File: src/rtl/irqv_pkg.sv
package irqv_pkg;
    typedef enum logic [1:0] {
        ST_IDLE  = 2'd0,
        ST_TAKE  = 2'd1,
        ST_FAULT = 2'd2
    } irqv_state_e;

    typedef enum logic [1:0] {
        REQ_NONE = 2'd0,
        REQ_SW   = 2'd1,
        REQ_HW   = 2'd2,
        REQ_BAD  = 2'd3
    } irqv_req_e;
endpackage

File: src/rtl/irqv_arbiter.sv
module irqv_arbiter
    import irqv_pkg::*;
#(
    parameter int NUM_W = 3,
    parameter int RSV_N = 2
) (
    input  logic             arb_en,
    input  logic             swi_req,
    input  logic [NUM_W-1:0] swi_num,
    input  logic             hw_req_a,
    input  logic             hw_req_b,
    input  logic             instr_edge,
    input  logic             ie,
    output irqv_req_e        kind,
    output logic [NUM_W-1:0] num
);
    localparam logic [NUM_W-1:0] NUM_A = NUM_W'(0);
    localparam logic [NUM_W-1:0] NUM_B = NUM_W'(1);

    logic hw_open;
    assign hw_open = instr_edge && ie;

    always_comb begin
        kind = REQ_NONE;
        num  = '0;
        if (arb_en) begin
            if (swi_req) begin
                num  = swi_num;
                kind = (int'(swi_num) < RSV_N) ? REQ_BAD : REQ_SW;
            end else if (hw_open && hw_req_a) begin
                kind = REQ_HW;
                num  = NUM_A;
            end else if (hw_open && hw_req_b) begin
                kind = REQ_HW;
                num  = NUM_B;
            end
        end
    end
endmodule

File: src/rtl/irqv_ie_flag.sv
module irqv_ie_flag (
    input  logic clk,
    input  logic rst_n,
    input  logic set_ie,
    input  logic clr_ie,
    input  logic hw_taken,
    output logic ie
);
    always_ff @(posedge clk or negedge rst_n) begin
        if (!rst_n)
            ie <= 1'b0;
        else if (hw_taken || clr_ie)
            ie <= 1'b0;
        else if (set_ie)
            ie <= 1'b1;
    end

    AST_CLR_WINS: assert property (@(posedge clk) disable iff (!rst_n)
        clr_ie |=> !ie);
    AST_SET_TAKES: assert property (@(posedge clk) disable iff (!rst_n)
        (set_ie && !clr_ie && !hw_taken) |=> ie);
endmodule

File: src/rtl/irq_vector_unit.sv
module irq_vector_unit
    import irqv_pkg::*;
#(
    parameter int NUM_W  = 3,
    parameter int SLOT_W = 8,
    parameter int ADDR_W = 24
) (
    input  logic             clk,
    input  logic             rst_n,
    input  logic             swi_req,
    input  logic [NUM_W-1:0] swi_num,
    input  logic             set_ie,
    input  logic             clr_ie,
    input  logic             hw_req_a,
    input  logic             hw_req_b,
    input  logic             instr_edge,
    output logic             take_irq,
    output logic [ADDR_W-1:0] vec_addr,
    output logic             ie_flag,
    output logic             swi_fault
);
    localparam int RSV_N = 2;

    irqv_state_e      state_q, state_d;
    logic [NUM_W-1:0] num_q;
    irqv_req_e        kind;
    logic [NUM_W-1:0] arb_num;
    logic             hw_grant;

    irqv_arbiter #(.NUM_W(NUM_W), .RSV_N(RSV_N)) u_arb (
        .arb_en     (state_q == ST_IDLE),
        .swi_req    (swi_req),
        .swi_num    (swi_num),
        .hw_req_a   (hw_req_a),
        .hw_req_b   (hw_req_b),
        .instr_edge (instr_edge),
        .ie         (ie_flag),
        .kind       (kind),
        .num        (arb_num)
    );

    assign hw_grant = (kind == REQ_HW);

    irqv_ie_flag u_ie (
        .clk      (clk),
        .rst_n    (rst_n),
        .set_ie   (set_ie),
        .clr_ie   (clr_ie),
        .hw_taken (hw_grant),
        .ie       (ie_flag)
    );

    always_comb begin
        state_d = ST_IDLE;
        unique case (state_q)
            ST_IDLE: begin
                if (kind == REQ_SW || kind == REQ_HW) state_d = ST_TAKE;
                else if (kind == REQ_BAD)             state_d = ST_FAULT;
                else                                  state_d = ST_IDLE;
            end
            ST_TAKE:  state_d = ST_IDLE;
            ST_FAULT: state_d = ST_IDLE;
            default:  state_d = ST_IDLE;
        endcase
    end

    always_ff @(posedge clk or negedge rst_n) begin
        if (!rst_n) begin
            state_q <= ST_IDLE;
            num_q   <= '0;
        end else begin
            state_q <= state_d;
            if (kind == REQ_SW || kind == REQ_HW)
                num_q <= arb_num;
        end
    end

    always_comb begin
        take_irq  = (state_q == ST_TAKE);
        swi_fault = (state_q == ST_FAULT);
        vec_addr  = take_irq ? (ADDR_W'(num_q) << SLOT_W) : '0;
    end

    AST_TAKE_ONE_CYCLE: assert property (@(posedge clk) disable iff (!rst_n)
        take_irq |=> !take_irq);
    AST_NO_TAKE_WITH_FAULT: assert property (@(posedge clk) disable iff (!rst_n)
        !(take_irq && swi_fault));
    AST_VEC_IDLE_ZERO: assert property (@(posedge clk) disable iff (!rst_n)
        !take_irq |-> (vec_addr == '0));
    AST_VEC_SLOT_ALIGNED: assert property (@(posedge clk) disable iff (!rst_n)
        take_irq |-> (vec_addr[SLOT_W-1:0] == '0));
    AST_HW_CLEARS_IE: assert property (@(posedge clk) disable iff (!rst_n)
        hw_grant |=> (!ie_flag && take_irq));
    AST_HW_NEEDS_BOUNDARY: assert property (@(posedge clk) disable iff (!rst_n)
        hw_grant |-> (instr_edge && !swi_req));
endmodule

File: config.mk
export PLATFORM = sky130hd
export DESIGN_NAME = irq_vector_unit
export DESIGN_NICKNAME = d
export VERILOG_FILES = /design/src/rtl/irqv_pkg.sv /design/src/rtl/irqv_arbiter.sv /design/src/rtl/irqv_ie_flag.sv /design/src/rtl/irq_vector_unit.sv
export SDC_FILE = /design/constraint.sdc
export NUM_CORES = 1
export LEC_CHECK = 0
export ABC_CLOCK_PERIOD_IN_PS = 3050
export BUFFER_PORTS_ARGS = -buffer_cell sky130_fd_sc_hd__buf_2
export CAP_MARGIN = 10
export CORE_AREA = 2 2 39 41
export DETAILED_ROUTE_END_ITERATION = 7
export DIE_AREA = 0 0 41 43
export PLACE_DENSITY_LB_ADDON = 0.1
export SYNTH_ARGS = -nofsm -noshare
export SYNTH_HDL_FRONTEND = slang
export SYNTH_SLANG_ARGS = --single-unit
File: constraint.sdc
create_clock -name clk -period 3.05 [get_ports clk]
set_input_delay 0.61 -clock clk [delete_from_list [all_inputs] [get_ports clk]]
set_output_delay 0.61 -clock clk [all_outputs]
set_load 0.05 [all_outputs]
Word-level counts from Yosys, hierarchy flattened
Index checks and enable logic that the tools add are counted.
{"block": "word_totals", "ff_bits": 6, "inputBits": 11, "output_inout_bits": 27}
{"block": "classes", "magnitude_cmp": 1, "eq_ne": 5, "muxes": 15, "reduce_logical": 7}
{"operator": "2-bit two-way mux", "n": 8}
{"operator": "11-bit two-way mux", "n": 1}
{"operator": "3-bit two-way mux", "n": 3}
{"operator": "2-bit == test (second input constant)", "n": 3}
{"operator": "2-bit by 1-bit == test with 1-bit output (second input constant)", "n": 2}
{"operator": "1-bit logical AND", "n": 3}
{"operator": "3-bit by 2-bit < comparator with 1-bit output (second input constant)", "n": 1}
{"operator": "1-bit two-way mux", "n": 3}
{"operator": "2-bit zero test", "n": 1}
{"operator": "1-bit logical OR", "n": 2}
{"operator": "2-bit nonzero test", "n": 1}

Depth between registers and ports, before layout
Gate-level depths: netlist (run 1).
{"block": "logic_depth", "depth_word": 10, "depth_mapped": 7, "ltp_nobuf": 7}

Modules after synthesis
Synthesis (run 1) repeated with hierarchy kept, for this count alone.
{"block": "unflattened", "cells_unflattened": 53, "area_unflattened_um2": 505.5}
{"module": "irq_vector_unit", "instances": 1, "cells_each": 41, "area_per_inst_um2": 404.1, "seq_area_each_um2": 125.1}
{"module": "irqv_arbiter", "instances": 1, "cells_each": 9, "area_per_inst_um2": 62.6, "seq_area_each_um2": 0.0}
{"module": "irqv_ie_flag", "instances": 1, "cells_each": 3, "area_per_inst_um2": 38.8, "seq_area_each_um2": 25.0}

Least setup slack after synthesis (run 1)
OpenSTA, ideal clock, no wires.
{"block": "synth_path", "path_kind": "register to output", "startpoint": "register state_q[1]", "endpoint": "output port vec_addr[10]", "arrival_ns": 1.691, "required_time_ns": 2.440, "path_slack_ns": 0.749, "path_stages_with_launch": 3, "path_buffers": 0, "path_cell_list": "dfrtp_1 > nor2b_1 > and2_1"}
{"block": "synth_via", "elab_chain_len": 2}
{"item": "from (decl)", "line_no": "irq_vector_unit.sv:24", "rtl": "irqv_state_e state_q, state_d;"}
{"item": "from (signal assigned)", "line_no": "irq_vector_unit.sv:72", "rtl": "state_q <= state_d;"}
{"item": "2-bit by 1-bit == test with 1-bit output", "line_no": "irq_vector_unit.sv:79", "rtl": "take_irq = (state_q == ST_TAKE);"}
{"item": "named net take_irq", "line_no": "irq_vector_unit.sv:17", "rtl": "output logic take_irq,"}
{"item": "11-bit two-way mux", "line_no": "irq_vector_unit.sv:81", "rtl": "vec_addr = take_irq ? (ADDR_W'(num_q) << SLOT_W) : '0;"}
{"item": "to (decl)", "line_no": "irq_vector_unit.sv:18", "rtl": "output logic [ADDR_W-1:0] vec_addr,"}
The timed path passes the listed nets, and every way through them passes these cells.

Worst setup path after layout (run 1)
{"block": "layout_path", "startpoint": "register state_q[0]", "endpoint": "output port vec_addr[9]"}
{"block": "layout_via", "elab_chain_len": 2}
{"item": "2-bit by 1-bit == test with 1-bit output", "line_no": "irq_vector_unit.sv:79"}
{"item": "11-bit two-way mux", "line_no": "irq_vector_unit.sv:81"}
No other way between the ends.

==> impl_metrics.py, run 1 <==
metrics = {
    "route": {
        "ant_nets": 0,
        "avgRoutedWirePerCell_um": 7.98,
        "dr_wl_met2_um": 358,
        "drtIter0Drc": 0,
        "drtPass1Iterations": 1,
        "drc_errors": 0,
        "routed-via-count": 343,
        "vias_per_cell": 3.81,
        "met1_length_um": 277,
        "dr_wl_met3_um": 83,
        "dr.max_layer_used": "met3",
        "finalWirelength_um": 718,
    },
    "cts": {
        "holdBufCountCts": 0,
        "post_cts_buffers": 0,
        "h-tree-depth": 1,
        "clk_pin_slew_ns": 0.04,
        "cts_buffer_depth": 2,
        "worstSkewPairLatency_ns": 0.24,
        "numCtsBuffers": 3,
        "cts_tree": "done",
        "numClockSinks": 6,
        "cts_resized": 0,
        "cts-root-buf": "clkbuf_4",
    },
    "sta": {
        "skew_ns": 0.00107,
        "fmax_mhz": 535,
        "rsz0062_at_grt": "no",
        "finalHoldViolCount": 0,
        "slew_violations": 0,
        "tns_ns": 0,
        "whs_ns": 0.188,
        "fin_crit_sh_pct": 61.3,
        "setup_viol": 0,
        "fin_crit_ns": 1.87,
    },
    "worst_setup_path": {
        "arrival_ns": 1.26,
        "cp-start-kind": "register",
        "reg2reg_slack_ns": 1.54,
        "cp-endpoint": "vec_addr[9]",
        "crit_required_ns": 2.44,
        "endpoint_kind": "output port",
        "r2r-start": "u_ie.ie$_DFFE_PN0P_",
        "worstPathMaxFanout": 4,
        "path_class": "reg -> out",
        "crit_start": "state_q[0]$_DFF_PN0_",
        "rr_worst_depth": 7,
        "rr_endpoint": "num_q[0]$_DFFE_PN0P_",
    },
    "floorplan": {
        "dieArea_sq_um": 1760,
        "start_util_pct": 35.3,
        "rows": 14,
        "ios": 38,
        "core_sq_um": 1380,
        "die_w_um": 41,
        "die_height_um": 43,
    },
    "logic_synthesis": {
        "ys_types": 15,
        "synth_top_area_cell": "buf_4",
        "netlist_area_sq_um": 488,
        "synth_flop_cell": "dfrtp_1",
        "synth_top_area_share_pct": 32.3,
        "yosysWarningCount": 0,
        "synth_edf_count": 0,
        "synth_commonest_cells": "21 x buf_4, 6 x dfrtp_1, 5 x nand2_1, 4 x and2_1",
        "synthTopCellsByArea": "buf_4 32%, dfrtp_1 31%, and2_1 5.1%",
        "synth-seq-cells": 6,
        "synth-async-reset-ratio_pct": 100,
        "netlist_instances": 56,
        "syn_area_per_cell_sq_um": 8.71,
        "yosysMostFrequentCell": "buf_4",
        "seq_area_frac_synth_pct": 30.8,
    },
    "placed_design": {
        "post-dp-hpwl_um": 653,
        "portBuffers": 16,
        "gp_congestion": 0.661,
    },
    "grt": {
        "globalRouteTotalUtil_pct": 9.60,
        "grt_max_degree": 7,
        "grt_first_pass_wirelength_um": 1050,
        "overflow": 0,
        "antenna_found_initial": 0,
        "grt_pass1_vias": 264,
    },
    "finish": {
        "final_util_pct": 38.2,
        "diodes": 0,
        "final_nets": 89,
        "drive_gt1_share_pct": 27.0,
        "area.growth.synth_to_final_pct": 8.21,
    },
    "job": {
        "max-cap-violations": 0,
    },
    "hold_path": {
        "hold_class": "in -> async",
    },
    "power": {
        "ir_drop_mv": 0.332,
        "power_density_nw_per_um2": 742,
        "leakage_nw": 0.320,
    },
    "status": {
        "status": "completed",
    },
}
[report_power, final]
| group | leakage, nW | switching (mW) | internal, mW |
|---|---|---|---|
| combinational | 0.227 | 0.157 | 0.0461 |
| clock | 0.0138 | 0.0243 | 0.0442 |
| sequential | 0.0792 | 0.0146 | 0.105 |
[metrics by stage]
step / cell area [sq um] / power (mW) / cells / setup slack (ns)
after CTS: 528 / 0.399 / 90 / 1.13
after global placement: 505 / 0.327 / 87 / 1.20
after floorplan: 563 / 0.310 / 76 / 0.749
after global routing: 528 / 0.425 / 90 / 1.04
after detailed placement: 505 / 0.327 / 87 / 1.19
final: 528 / 0.392 / 90 / 1.18
[cell usage in the layout (no fill, tap or decap), drive strengths merged]
cell | Yosys | routed
inv | 3 | 3
o41ai | 1 | 1
nor3b | 1 | 1
conb | 1 | 21
o21a | 1 | 1
nand2 | 5 | 5
clkbuf | 0 | 3
nor2 | 3 | 3
dfrtp | 6 | 6
and2 | 4 | 4
buf | 21 | 16
nor3 | 3 | 3
nor2b | 2 | 2
a22o | 1 | 1
ha | 2 | 2
o2bb2ai | 2 | 2
[worst min-delay path by stage]
stage	depth (start not counted)	end	slack [ns]	from
global route	1	num_q[2]$_DFFE_PN0P_	0.17	rst_n
finish	1	state_q[0]$_DFF_PN0_	0.19	rst_n
global placement	1	state_q[1]$_DFF_PN0_	0.44	rst_n
CTS	1	state_q[1]$_DFF_PN0_	0.18	rst_n
floorplan	0	num_q[0]$_DFFE_PN0P_	0.31	rst_n
detailed placement	1	state_q[1]$_DFF_PN0_	0.44	rst_n
[flip-flops by register name, summed over array words and instances, names as in the netlist]
register,count
num_q,3
state_q,2
u_ie.ie,1
[per-layer routing]
layer | up-vias | track usage, %
met3 | 0 | 9.42
li1 | 178 | -
met2 | 18 | 12.2
met1 | 147 | 11.5
met4 | 0 | 2.00
met5 | - | 0
[cell type report]
type                            instances  area (sq um)
Inverter                                3          11.3
Timing Repair Buffer                   16          80.1
Tap cell                               16          20.0
Sequential cell                         6           150
Clock buffer                            3          22.5
Multi-Input combinational cell         46           244
Fill cell                             166           856
[kinds of logic (layout without fill, tap and decap cells)]
kind of cell | after synthesis | count (layout) | synth area share, %
AO/OA/AOI/OAI | 5 | 5 | 10.3
adder cells (fa/ha/maj) | 2 | 2 | 5.13
buffers and inverters | 24 | 22 | 34.6
flip-flops | 6 | 6 | 30.8
other | 1 | 21 | 0.768
AND/OR/NAND/NOR | 18 | 18 | 18.5
[worst max-delay path, cell delays in order (launching register included)]
cell and delay, ns:
dfrtp_1 0.38, nor2b_1 0.24, and2_1 0.15, buf_2 0.25
No activity file was read; power rests on OpenSTA's default activity.
==> run 2: changes to the inputs <==
- ABC_AREA: default -> 1
- ABC_CLOCK_PERIOD_IN_PS: 3050 -> 1800
- CORE_AREA: 2 2 39 41 -> default
- CORE_MARGIN: default -> 1
- CORE_UTILIZATION: default -> 38
- DIE_AREA: 0 0 41 43 -> default
- clock period: 3.05 -> 1.8 ns (I/O delays scaled with it)
==> run 2 against run 1 <==
Net effect: synthesized cell count up 25%; global-route usage rose by 4.4 points; setup slack worse by 0.96 ns; wire length is 6.0% higher; combinational power up 110%; power up 94%; sequential share of layout area fell by 1.8 points.
==> impl_metrics.py, run 2 <==
metrics = {
    "status": {
        "status": "completed",
    },
    "worst_setup_path": {
        "rr_endpoint": "num_q[0]$_DFFE_PN0P_",
        "path_class": "reg -> reg",
        "rr_worst_depth": 6,
        "crit_start": "state_q[0]$_DFF_PN0_",
        "cp-start-kind": "register",
        "cp-endpoint": "num_q[0]$_DFFE_PN0P_",
        "endpoint_kind": "register",
        "arrival_ns": 1.76,
        "crit_required_ns": 1.98,
        "reg2reg_slack_ns": 0.22,
        "r2r-start": "state_q[0]$_DFF_PN0_",
        "worstPathMaxFanout": 4,
    },
    "cts": {
        "clk_pin_slew_ns": 0.05,
        "cts_resized": 0,
        "worstSkewPairLatency_ns": 0.25,
        "numCtsBuffers": 3,
        "holdBufCountCts": 1,
        "numClockSinks": 6,
        "h-tree-depth": 1,
        "cts-root-buf": "clkbuf_4",
        "post_cts_buffers": 0,
        "cts_buffer_depth": 2,
        "cts_tree": "done",
    },
    "finish": {
        "largest_reg_flops": 3,
        "reg.largest.list": "num_q: 3 flops, state_q: 2 flops, u_ie.ie: 1 flops",
        "diodes": 0,
        "largest-register": "num_q",
        "final_nets": 104,
        "area.growth.synth_to_final_pct": 9.20,
        "final_common_cell": "conb_1",
        "final_cell_mix": "21 x conb_1, 16 x buf_2, 10 x inv_1, 8 x nor2_1, 7 x nand2_1",
        "drive_gt1_share_pct": 31.5,
    },
    "placed_design": {
        "post-dp-hpwl_um": 654,
        "gp_congestion": 0.769,
        "portBuffers": 16,
    },
    "sta": {
        "skew_ns": 0.00234,
        "fin_crit_ns": 1.58,
        "setup_viol": 0,
        "fmax_mhz": 634,
        "tns_ns": 0,
        "slew_violations": 0,
        "finalHoldViolCount": 0,
        "fin_crit_sh_pct": 87.6,
        "rsz0062_at_grt": "no",
    },
    "job": {
        "max-cap-violations": 0,
    },
    "route": {
        "vias_per_cell": 3.93,
        "drtPass1Iterations": 2,
        "routed-via-count": 405,
        "drc_errors": 0,
        "ant_nets": 0,
        "drtIter0Drc": 2,
        "avgRoutedWirePerCell_um": 7.39,
        "finalWirelength_um": 761,
    },
    "logic_synthesis": {
        "synthTopCellsByArea": "buf_4 31%, dfrtp_1 29%, inv_1 7.3%",
        "ys_types": 17,
        "yosysMostFrequentCell": "buf_4",
        "synth_compound_area_share_pct": 4.36,
        "synth_flop_cell": "dfrtp_1",
        "synthSimpleGateAreaFrac_pct": 21.1,
        "synth-async-reset-ratio_pct": 100,
        "seq_area_frac_synth_pct": 29.1,
        "synth_top_family_by_area": "buffers and inverters",
        "yosysWarningCount": 0,
        "synth_top_area_share_pct": 30.5,
        "synth_edf_count": 0,
        "synth_xor_xnor_area_share_pct": 0,
        "yosys-mux-area-fraction_pct": 0,
        "synth-seq-cells": 6,
        "netlist_instances": 70,
        "synth_top_area_cell": "buf_4",
        "synth_fa_ha_area_share_pct": 4.84,
        "synth_commonest_cells": "21 x buf_4, 10 x inv_1, 8 x nor2_1, 7 x nand2_1, 6 x dfrtp_1",
        "netlist_area_sq_um": 517,
        "syn_area_per_cell_sq_um": 7.38,
    },
    "hold_path": {
        "hold_class": "in -> reg",
        "holdCritStartpoint": "clr_ie",
    },
    "floorplan": {
        "ios": 38,
        "die_height_um": 38.9,
        "dieArea_sq_um": 1510,
        "die_w_um": 38.9,
        "start_util_pct": 43.6,
        "rows": 12,
        "core_sq_um": 1190,
    },
    "grt": {
        "grt_first_pass_wirelength_um": 1310,
        "globalRouteTotalUtil_pct": 14.0,
        "grt_pass1_vias": 316,
        "grt_max_degree": 7,
        "overflow": 0,
        "antenna_found_initial": 0,
    },
    "power": {
        "ir_drop_mv": 0.469,
        "power_density_nw_per_um2": 1350,
        "leakage_nw": 0.358,
        "power_mw": 0.761,
    },
}
[run 2: cell types whose count changed in the layout (fill, tap and decap cells not counted), sizes merged, moves of 2 or more]
cell / change
o2bb2ai: -2
nor2: +9
o22ai: +2
nand2: +3
inv: +10
nor2b: -2
and2: -4
nor3: -2
[run 2: where the power goes]
part           total, mW  internal, mW  leakage, nW  switching (mW)
Sequential         0.203         0.179       0.0789          0.0240
Clock              0.128        0.0757       0.0138          0.0527
Combinational      0.430         0.101        0.266           0.329
Total              0.761         0.356        0.358           0.406
[run 2: final cells by class]
| class | count | area [sq um] |
|---|---|---|
| clock buffers | 3 | 22.5 |
| fillers | 125 | 622 |
| inverters | 13 | 48.8 |
| multi-input cells | 50 | 235 |
| flip-flops and latches | 6 | 150 |
| well taps | 14 | 17.5 |
| repair buffers | 17 | 90.1 |
[run 2: cell families after synthesis]
logic type | Yosys count
simple gates | 23
buf+inv | 34
other cells | 1
fa+ha+maj | 2
flops | 6
compound gates | 4
[run 2: worst max-delay path: stages (launching register included)]
cell and delay (ns):
dfrtp_1 0.41, nor2_4 0.15, nand3_1 0.08, a21oi_1 0.19
ha_1 0.31, or2_2 0.30, nand2_1 0.07
[run 2: worst min path at each step]
stage / endpoint / depth (start not counted)
global placement: num_q[2]$_DFFE_PN0P_ / 1
finish: u_ie.ie$_DFFE_PN0P_ / 2
detailed placement: num_q[2]$_DFFE_PN0P_ / 1
CTS: u_ie.ie$_DFFE_PN0P_ / 2
floorplan: num_q[0]$_DFFE_PN0P_ / 0
global route: u_ie.ie$_DFFE_PN0P_ / 2
[run 2: layer usage]
layer  track usage, %  vias to the layer above  share of wire [%]
li1                 -                      203                  -
met1             16.1                      167                 43
met2             19.6                       30                 43
met3             5.20                        5                8.9
met4             12.9                        0                4.3
met5                0                        -                  0
[run 2: metrics by stage]
step                hold WS [ns]  setup slack [ns]  utilization, %  instance area, sq um  cells
floorplan                 0.0644            -0.204               -                   592     90
global placement           0.191             0.276            44.8                   532     99
detailed placement         0.195             0.210            44.8                   532     99
CTS                        0.262             0.203            47.6                   564    103
global route               0.279             0.103            47.6                   564    103
finish                     0.268             0.224            47.6                   564    103
==> run 3: changes to the inputs <==
- ABC_AREA: 1 -> 0
- CORE_UTILIZATION: 38 -> 37
==> run 3 against run 2 <==
Net effect: fmax about the same; largest cell class unchanged; power decreased by 11%; largest power group unchanged; flip-flop and latch count unchanged; combinational power decreased by 18%; setup slack improved by 0.0015 ns; final cell count decreased by 14%; wire length decreased by 10%.
==> impl_metrics.py, run 3 (synthesis gave the netlist of run 1 again) <==
metrics = {
    "worst_setup_path": {
        "r2r-start": "u_ie.ie$_DFFE_PN0P_",
        "cp-start-kind": "register",
        "crit_required_ns": 1.44,
        "arrival_ns": 1.21,
        "path_class": "reg -> out",
        "worstPathMaxFanout": 4,
        "rr_worst_depth": 7,
        "endpoint_kind": "output port",
        "reg2reg_slack_ns": 0.25,
        "rr_endpoint": "num_q[0]$_DFFE_PN0P_",
    },
    "floorplan": {
        "start_util_pct": 41.7,
        "core_sq_um": 1170,
        "ios": 38,
        "die_w_um": 38.3,
        "dieArea_sq_um": 1470,
        "die_height_um": 38.3,
        "rows": 12,
    },
    "sta": {
        "tns_ns": 0,
        "fin_crit_ns": 1.57,
        "whs_ns": 0.266,
        "rsz0062_at_grt": "no",
        "setup_slack_ns": 0.225,
        "slew_violations": 0,
        "finalHoldViolCount": 0,
        "fmax_mhz": 635,
        "setup_viol": 0,
        "fin_crit_sh_pct": 87.5,
        "skew_ns": 0.000334,
    },
    "status": {
        "status": "completed",
    },
    "placed_design": {
        "gp_congestion": 0.701,
        "portBuffers": 16,
        "post-dp-hpwl_um": 578,
        "post-place-ws_ns": 0.184,
        "placedCellCount": 85,
        "dpl_cell_area_sq_um": 505,
    },
    "power": {
        "power_density_nw_per_um2": 1260,
        "ir_drop_mv": 0.630,
        "leakage_nw": 0.324,
        "power_mw": 0.676,
    },
    "cts": {
        "cts_tree": "done",
        "worstSkewPairLatency_ns": 0.24,
        "h-tree-depth": 1,
        "numCtsBuffers": 3,
        "numClockSinks": 6,
        "cts-root-buf": "clkbuf_4",
        "cts_resized": 0,
        "cts_buffer_depth": 2,
        "clk_pin_slew_ns": 0.04,
    },
    "grt": {
        "antenna_found_initial": 0,
        "overflow": 0,
        "globalRouteTotalUtil_pct": 10.8,
        "grt_max_degree": 7,
        "grt_pass1_vias": 234,
        "grt_first_pass_wirelength_um": 986,
    },
    "hold_path": {
        "holdPathEnd": "u_ie.ie$_DFFE_PN0P_",
        "whs_path_depth": 2,
        "hold_class": "in -> reg",
        "holdCritStartpoint": "clr_ie",
    },
    "route": {
        "avgRoutedWirePerCell_um": 7.69,
        "finalWirelength_um": 684,
        "routed-via-count": 345,
        "drc_errors": 0,
        "ant_nets": 0,
        "drtPass1Iterations": 3,
        "drtIter0Drc": 4,
        "vias_per_cell": 3.88,
    },
    "finish": {
        "largest_reg_flops": 3,
        "largest-register": "num_q",
        "reg.largest.list": "num_q: 3 flops, state_q: 2 flops, u_ie.ie: 1 flops",
        "final_util_pct": 45.9,
        "area.growth.synth_to_final_pct": 10.3,
        "final_nets": 90,
        "final_cell_mix": "21 x conb_1, 16 x buf_2, 6 x dfrtp_1, 5 x nand2_1, 4 x and2_1",
        "fin_area_sq_um": 538,
        "final_cells": 89,
        "drive_gt1_share_pct": 28.0,
        "final_common_cell": "conb_1",
        "diodes": 0,
    },
    "job": {
        "max-cap-violations": 0,
    },
}
## run 3: cell types whose count changed in the layout (fill, tap and decap cells not counted), moves of 2 or more
cell,previous run,this run
o22ai_1,2,0
nand2_1,7,5
inv_2,3,0
o2bb2ai_1,0,2
inv_1,10,3
nor2_1,8,3
nor3_1,1,3
nor2_2,3,0
and2_1,0,4
## run 3: critical path: stages (launching register included)
cell     delay, ns
dfrtp_1       0.37
nor2b_2       0.21
and2_1        0.14
buf_2         0.25
## run 3: worst max-delay path by stage
| stage | startpoint | depth (start not counted) | endpoint |
|---|---|---|---|
| 2_1_floorplan | state_q[1]$_DFF_PN0_ | 2 | vec_addr[10] |
| 3_3_place_gp | swi_req | 7 | num_q[0]$_DFFE_PN0P_ |
| 3_5_place_dp | hw_req_b | 8 | num_q[0]$_DFFE_PN0P_ |
| 4_1_cts | state_q[0]$_DFF_PN0_ | 3 | vec_addr[9] |
| 5_1_grt | u_ie.ie$_DFFE_PN0P_ | 7 | num_q[0]$_DFFE_PN0P_ |
| 6_report | state_q[0]$_DFF_PN0_ | 3 | vec_addr[9] |
## run 3: repair_timing
item / 4_1_cts / 5_1_grt
hold buffers: 1 / 0
endpoints found under the hold margin: 6 / 0
buffers inserted: 0 / 0
## run 3: routing by layer
metal  vias to the layer above  wire [um]  global-route usage [%]
met3                         0         67                    6.98
met1                       143        304                    13.7
li1                        178          -                       -
met4                         0          0                    5.36
met5                         -          0                       0
met2                        24        312                    13.6
## run 3: cell type report
cell class | instances | area [sq um]
multi-input cells | 46 | 246
clock buffers | 3 | 22.5
well taps | 14 | 17.5
inverters | 3 | 11.3
flip-flops and latches | 6 | 150
repair buffers | 17 | 90.1
fillers | 123 | 633
## run 3: where the power goes
part / internal [mW] / switching [mW]
registers: 0.179 / 0.0254
clock network: 0.0752 / 0.0460
logic: 0.0822 / 0.269
